**config.mk**
```make
export PLATFORM = sky130hd
export DESIGN_NAME = vevent_recorder
export DESIGN_NICKNAME = d
export VERILOG_FILES = /design/src/rtl/vinj_pkg.sv /design/src/rtl/vinj_errvec_lookup.sv /design/src/rtl/vinj_word_build.sv /design/src/rtl/vevent_recorder.sv
export SDC_FILE = /design/constraint.sdc
export NUM_CORES = 1
export LEC_CHECK = 0
export CAP_MARGIN = 10
export CELL_PAD_IN_SITES_DETAIL_PLACEMENT = 0
export CELL_PAD_IN_SITES_GLOBAL_PLACEMENT = 1
export CORE_UTILIZATION = 23
export CTS_CLUSTER_DIAMETER = 40
export DETAILED_ROUTE_END_ITERATION = 6
export GPL_TIMING_DRIVEN = 0
export PLACE_DENSITY_LB_ADDON = 0.1
export SLEW_MARGIN = 20
export SYNTH_ARGS = -nofsm -noshare
export SYNTH_HDL_FRONTEND = slang
export SYNTH_SLANG_ARGS = --single-unit
```
**constraint.sdc**
```tcl
create_clock -name clk -period 2.1 [get_ports clk]
set_input_delay 0.42 -clock clk [delete_from_list [all_inputs] [get_ports clk]]
set_output_delay 0.42 -clock clk [all_outputs]
set_load 0.005 [all_outputs]
```
**src/rtl/vinj_pkg.sv**
```systemverilog
package vinj_pkg;
   typedef enum logic [2:0] {
      EV_EXCEPTION = 3'd3,
      EV_SOFTINT   = 3'd4
   } ev_type_e;
endpackage

```
**src/rtl/vinj_errvec_lookup.sv**
```systemverilog
module vinj_errvec_lookup #(
   parameter int VEC_W = 8
) (
   input  logic [VEC_W-1:0] vector,
   output logic             has_err
);
   always_comb begin
      case (vector)
         VEC_W'(8), VEC_W'(10), VEC_W'(11), VEC_W'(12),
         VEC_W'(13), VEC_W'(14), VEC_W'(17): has_err = 1'b1;
         default:                            has_err = 1'b0;
      endcase
   end
endmodule

```
**src/rtl/vinj_word_build.sv**
```systemverilog
module vinj_word_build
   import vinj_pkg::*;
#(
   parameter int VEC_W     = 8,
   parameter int WORD_W    = 32,
   parameter int TYPE_LSB  = 8,
   parameter int ERRV_BIT  = 11,
   parameter int VALID_BIT = 31
) (
   input  logic [VEC_W-1:0]  vector,
   input  logic              soft_int,
   input  logic              attach_err,
   output logic [WORD_W-1:0] word
);
   localparam int TYPE_W = $bits(ev_type_e);

   ev_type_e ev_type;
   assign ev_type = soft_int ? EV_SOFTINT : EV_EXCEPTION;

   always_comb begin
      word = '0;
      word[VEC_W-1:0]                = vector;
      word[TYPE_LSB +: TYPE_W]       = ev_type;
      word[ERRV_BIT]                 = attach_err;
      word[VALID_BIT]                = 1'b1;
   end
endmodule

```
**src/rtl/vevent_recorder.sv**
```systemverilog
module vevent_recorder #(
   parameter int VEC_W     = 8,
   parameter int WORD_W    = 32,
   parameter int TYPE_LSB  = 8,
   parameter int ERRV_BIT  = 11,
   parameter int VALID_BIT = 31
) (
   input  logic              clk,
   input  logic              rst_n,
   input  logic              start,
   input  logic [VEC_W-1:0]  vector,
   input  logic              soft_int,
   input  logic [WORD_W-1:0] err_code,
   input  logic              real_mode,
   input  logic [WORD_W-1:0] cur_word,
   output logic              word_we,
   output logic [WORD_W-1:0] word_wdata,
   output logic              err_we,
   output logic [WORD_W-1:0] err_wdata,
   output logic              done
);
   localparam int TYPE_W = $bits(vinj_pkg::ev_type_e);

   // elaboration-time layout checks
   if (VEC_W > TYPE_LSB) begin : g_bad_vec
      $error("vector field overlaps type field");
   end
   if (TYPE_LSB + TYPE_W > ERRV_BIT) begin : g_bad_type
      $error("type field overlaps error-valid bit");
   end
   if (ERRV_BIT >= VALID_BIT || VALID_BIT >= WORD_W) begin : g_bad_flags
      $error("flag bits out of order or outside the word");
   end

   logic              pending;
   logic              vec_has_err;
   logic              attach_err;
   logic              do_write;
   logic [WORD_W-1:0] new_word;

   assign pending    = cur_word[VALID_BIT];
   assign attach_err = vec_has_err & ~real_mode;
   assign do_write   = start & ~pending;

   vinj_errvec_lookup #(.VEC_W(VEC_W)) u_lookup (
      .vector  (vector),
      .has_err (vec_has_err)
   );

   vinj_word_build #(
      .VEC_W(VEC_W), .WORD_W(WORD_W), .TYPE_LSB(TYPE_LSB),
      .ERRV_BIT(ERRV_BIT), .VALID_BIT(VALID_BIT)
   ) u_build (
      .vector     (vector),
      .soft_int   (soft_int),
      .attach_err (attach_err),
      .word       (new_word)
   );

   always_ff @(posedge clk) begin
      if (!rst_n) begin
         done       <= 1'b0;
         word_we    <= 1'b0;
         err_we     <= 1'b0;
         word_wdata <= '0;
         err_wdata  <= '0;
      end else begin
         done    <= start;
         word_we <= do_write;
         err_we  <= do_write & attach_err;
         if (do_write) begin
            word_wdata <= new_word;
         end
         if (do_write & attach_err) begin
            err_wdata <= err_code;
         end
      end
   end
endmodule

```
After elaboration in Yosys (flattened, before gate mapping). Cells that the tools add are included.

Multipliers: 0. Divide/modulo/power cells: 0. Multiplexer cells: 2. Reduce and logical (&&, ||, !) cells: 1. Shifts and indexed selects: 0. Eq/ne operators: 7. Bitwise gates (word level): 5. $add $sub $neg: 0. Magnitude comparators: 0.

Operator list (number): 8-bit by 4-bit == test with 1-bit output, second input constant (6); 8-bit by 5-bit == test with 1-bit output, second input constant (1); 7-bit OR reduction (1); 1-bit AND (3); 3-bit two-way mux (1); 1-bit NOT (2); 1-bit two-way mux (1).

Bits in latches: 0. Input bits: 77. Memories: 0. Memory bits (read-only): 0. Bits in writable memories: 0. Word-level logic and storage cells: 20. Bits in registers: 48. Output and inout port bits: 67.

Logic depth before layout (Yosys ltp).
Depth in word-level cells: 5. Depth in mapped cells: 5. Gate-level depth less buffers: 4.

Hierarchy. From an unflattened synthesis, not the netlist that was laid out.

Cells, all modules: 334. Area, all modules: 2741.4 um^2.

Modules (own cells, without submodules): vevent_recorder (instances 1, cells each 292, area each 2437.3 um^2); vinj_word_build (instances 1, cells each 34, area each 244.0 um^2); vinj_errvec_lookup (instances 1, cells each 8, area each 60.1 um^2).

Worst setup path after synthesis. No wires, ideal clock.

Path kind: input to register. From: in vector[5]. To: reg err_wdata[0]. Stages on the path: 5. Library setup time: 120 ps. Arrival time: 1701 ps. Slack: 279 ps. Buffers on the path: 1. Path through: or4_4 > a2111oi_2 > nor2_2 > buf_6 > mux2i_1.

Longest elaborated chain between the ends: 5.

Ends and longest elaborated chain: start, declared (RTL line vevent_recorder.sv:11) `input logic [VEC_W-1:0] vector,`; 8-bit by 4-bit == test with 1-bit output / 8-bit by 5-bit == test with 1-bit output (equally long branches) (RTL line vinj_errvec_lookup.sv:8) `case (vector)`; 7-bit OR reduction * (RTL line vinj_errvec_lookup.sv:8); 1-bit two-way mux * (RTL line vinj_errvec_lookup.sv:8); 1-bit AND * (RTL line vevent_recorder.sv:42) `assign attach_err = vec_has_err & ~real_mode;`; 1-bit AND * (RTL line vevent_recorder.sv:74) `if (do_write & attach_err) begin`; end signal, assigned (RTL line vevent_recorder.sv:75) `err_wdata <= err_code;`; end, declared (RTL line vevent_recorder.sv:19) `output logic [WORD_W-1:0] err_wdata,`.

Mark *: on every way between the ends. The rest lies on a longest branch, timed or not. A chain may end at the register's enable or synchronous reset.

Worst setup path after layout.
From: in vector[5]. To: reg err_wdata[1].

The elaborated chain is that of the path after synthesis.

==> out/results.tsv <==
metric	value	unit
leakage	0.00146	µW
cts_buffers	5	
fmax	499	MHz
skew	0	ns
path_cells	clkdlybuf4s50_1 -> or4_4 -> a2111oi_4 -> nor2_4 -> buf_6 -> mux2i_1	
syn_to_final_growth	63.8	%
ys_ff_latch	47	
io_buffer_count	93	
n_antenna_cell	0	
fin_cells	451	
gr-usage-all-layers	11.6	%
grt_max_degree	16	
final_hold_viol_count	0	
setup_viol	0	
dr.pass1.iters	3	
pwr-share-seq	49.6	%
drc	0	
hold_path_class	register to register	
num_io_pins	144	
pwr-share-clk	37.3	%
die_area	9050	µm²
yosys_warnings	0	
start_kind	input port	
cpPeakStageDelay	0.59	ns
rsz0062_at_grt	no	
critical_path_buf_inv_count	2	
yosysUniqueCellTypes	21	
yosysSeqAreaShare	47.2	%
syn_area_per_cell	8.79	µm²
worst_pin_slew	0.517	ns
cp-end-kind	register	
nets	422	
antenna_found_initial	0	
synthesis.area	1990	µm²
gp_congestion	0.750	
p_per_area	562	nW/µm²
ir_worst_vdd	0.377	mV
layout_min_cycle_time	2.00	ns
cts_hold_buffers	0	
status	completed	
drt_iter0_markers	21	
dp_cells	443	
min_period_over_period	95.5	%
yosysTopAreaCell	dfxtp_1	
die_h	95.1	µm
critPathSlowestCell	or4_4	
initial_core_util	24.0	%
grt_pass1_vias	1680	
cts_tree	done	
cp.required	2.30	ns
fp.dieW	95.1	µm
netSwitchingFraction	23.4	%
grt-ovfl-total	0	
htreeDepth	2	
synth_area_leaders	dfxtp_1, mux2i_1, nand2_1	
totalWireLength	5.14	mm
arrival	2.20	ns
wl_per_cell	11.4	µm
clk_latency	0.30	ns
finalMaxSlewViolations	0	
slew-limit-headroom	65.5	%
hold-worst-slack	0.459	ns
clk_pin_slew	0.09	ns
max_cap_violations	0	
internal_power	1410	µW
cts_sinks	47	
critPathMaxFanout	10	
via_count	1781	
drive_gt1_share	10.4	%
grt_pass1_wl	8.02	mm
design.core.area	8300	µm²
vias_per_cell	3.95	
ant_nets	0	
clock_path_buffers	2	
synth-main-ff-cell	dfxtp_1	
place_hpwl	3.73	mm
cp_top_family	simple AND/OR/NAND/NOR gates	
synth_edf_count	0	
synthCells	227	
cts_root_buf	clkbuf_8	
p_comb_share	13.1	%
synthArstFlopShare	0	%
power.switching	429	µW
synth_top_area_share	47.2	%
rows	33	
crit_type	input port to register	
[cell usage after synthesis (all sizes together) (2+ instances only)]
cell type / count
a2111oi: 2
dfxtp: 47
nand2b: 3
nand2: 83
buf: 23
mux2i: 32
clkbuf: 10
nor2b: 2
a21oi: 12
nor2: 5
[worst register-to-register path: cells and delay by family, from the launching register on]
kind,cells,cell delay [ns]
AOI/OAI and AO/OA,1,0.13
DFF,1,0.34
and+or+nand+nor,1,0.06
[metrics by stage]
step | worst slack, ns | util, % | total power, µW | TNS (ns) | area [µm²]
2_1_floorplan | 0.279 | - | 1030 | 0 | 2060
3_3_place_gp | -0.309 | 37.6 | 1170 | -9.58 | 3120
3_5_place_dp | -0.300 | 37.6 | 1170 | -9.02 | 3120
4_1_cts | 0.0420 | 39.0 | 1860 | 0 | 3240
5_1_grt | 0.0375 | 39.4 | 1930 | 0 | 3270
6_report | 0.0954 | 39.4 | 1830 | 0 | 3270
[cells in the final DEF, fill, tap and decap left out]
master / netlist / final
nand2b_1: 2 / 2
nand2b_2: 1 / 1
nor2_4: 0 / 1
nor2_1: 4 / 4
a2111oi_4: 0 / 2
nor4_1: 1 / 1
or4_4: 1 / 1
mux2i_1: 32 / 32
buf_6: 3 / 3
clkdlybuf4s50_1: 0 / 93
clkbuf_1: 10 / 10
buf_4: 20 / 20
nand4bb_1: 1 / 1
clkinv_2: 0 / 1
bufinv_16: 0 / 1
o21ai_1: 1 / 1
dfxtp_1: 47 / 47
nor2b_1: 2 / 2
and2_1: 1 / 1
conb_1: 1 / 19
clkinv_4: 0 / 1
a21oi_1: 12 / 12
clkbuf_8: 0 / 5
nand3b_1: 1 / 1
nand2_1: 83 / 83
inv_1: 1 / 1
[final timing paths]
path / from / end / slack (ns) / cells past startpoint
max reg2reg: word_wdata[9] / word_wdata[9] / 1.44 / 2
min reg2reg: word_wdata[2] / word_wdata[2] / 0.46 / 2
max: vector[5] / err_wdata[1] / 0.1 / 6
min: word_wdata[2] / word_wdata[2] / 0.46 / 2
[registers in the layout, summed over array words and instances, names as in the netlist]
register,count
err_wdata,32
done,1
err_we,1
word_we,1
word_wdata,12
[cell type report]
type | instances | area, µm²
buffer | 33 | 221
clock buffer | 5 | 68.8
clock inverter | 3 | 43.8
fill | 881 | 5030
inverter | 1 | 3.75
multi-input combinational | 164 | 926
sequential | 47 | 941
tap | 105 | 131
timing repair buffer | 93 | 931
[per-layer routing]
layer	track usage [%]	vias to the layer above	part of all wire, %
li1	-	926	-
met1	14.0	788	44
met2	19.5	60	48
met3	2.39	7	6.0
met4	5.68	0	1.6
met5	0	-	0
[cell families (layout without fill, tap and decap cells)]
kind of cell | count (synthesis) | in the layout | share of synthesized area (%)
buf+inv | 34 | 135 | 11.3
other cells | 1 | 19 | 0.188
simple gates | 98 | 98 | 20.5
flops | 47 | 47 | 47.2
compound gates | 15 | 15 | 4.77
mux | 32 | 32 | 16.1
[power groups by stage]
| stage | Sequential [µW] | Combinational (µW) | Clock, µW |
|---|---|---|---|
| global route | 913 | 265 | 750 |
| finish | 911 | 240 | 684 |
| detailed placement | 932 | 239 | 0 |
| CTS | 911 | 240 | 711 |
| global placement | 931 | 239 | 0 |
| floorplan | 933 | 97.4 | 0 |
[what timing repair did]
| action | 4_1_cts | 5_1_grt |
|---|---|---|
| resized for setup | 0 | 3 |
| setup endpoints to repair | 0 | 22 |
| setup buffers | 0 | 0 |
Note: power is estimated with default switching activity, not from simulation.
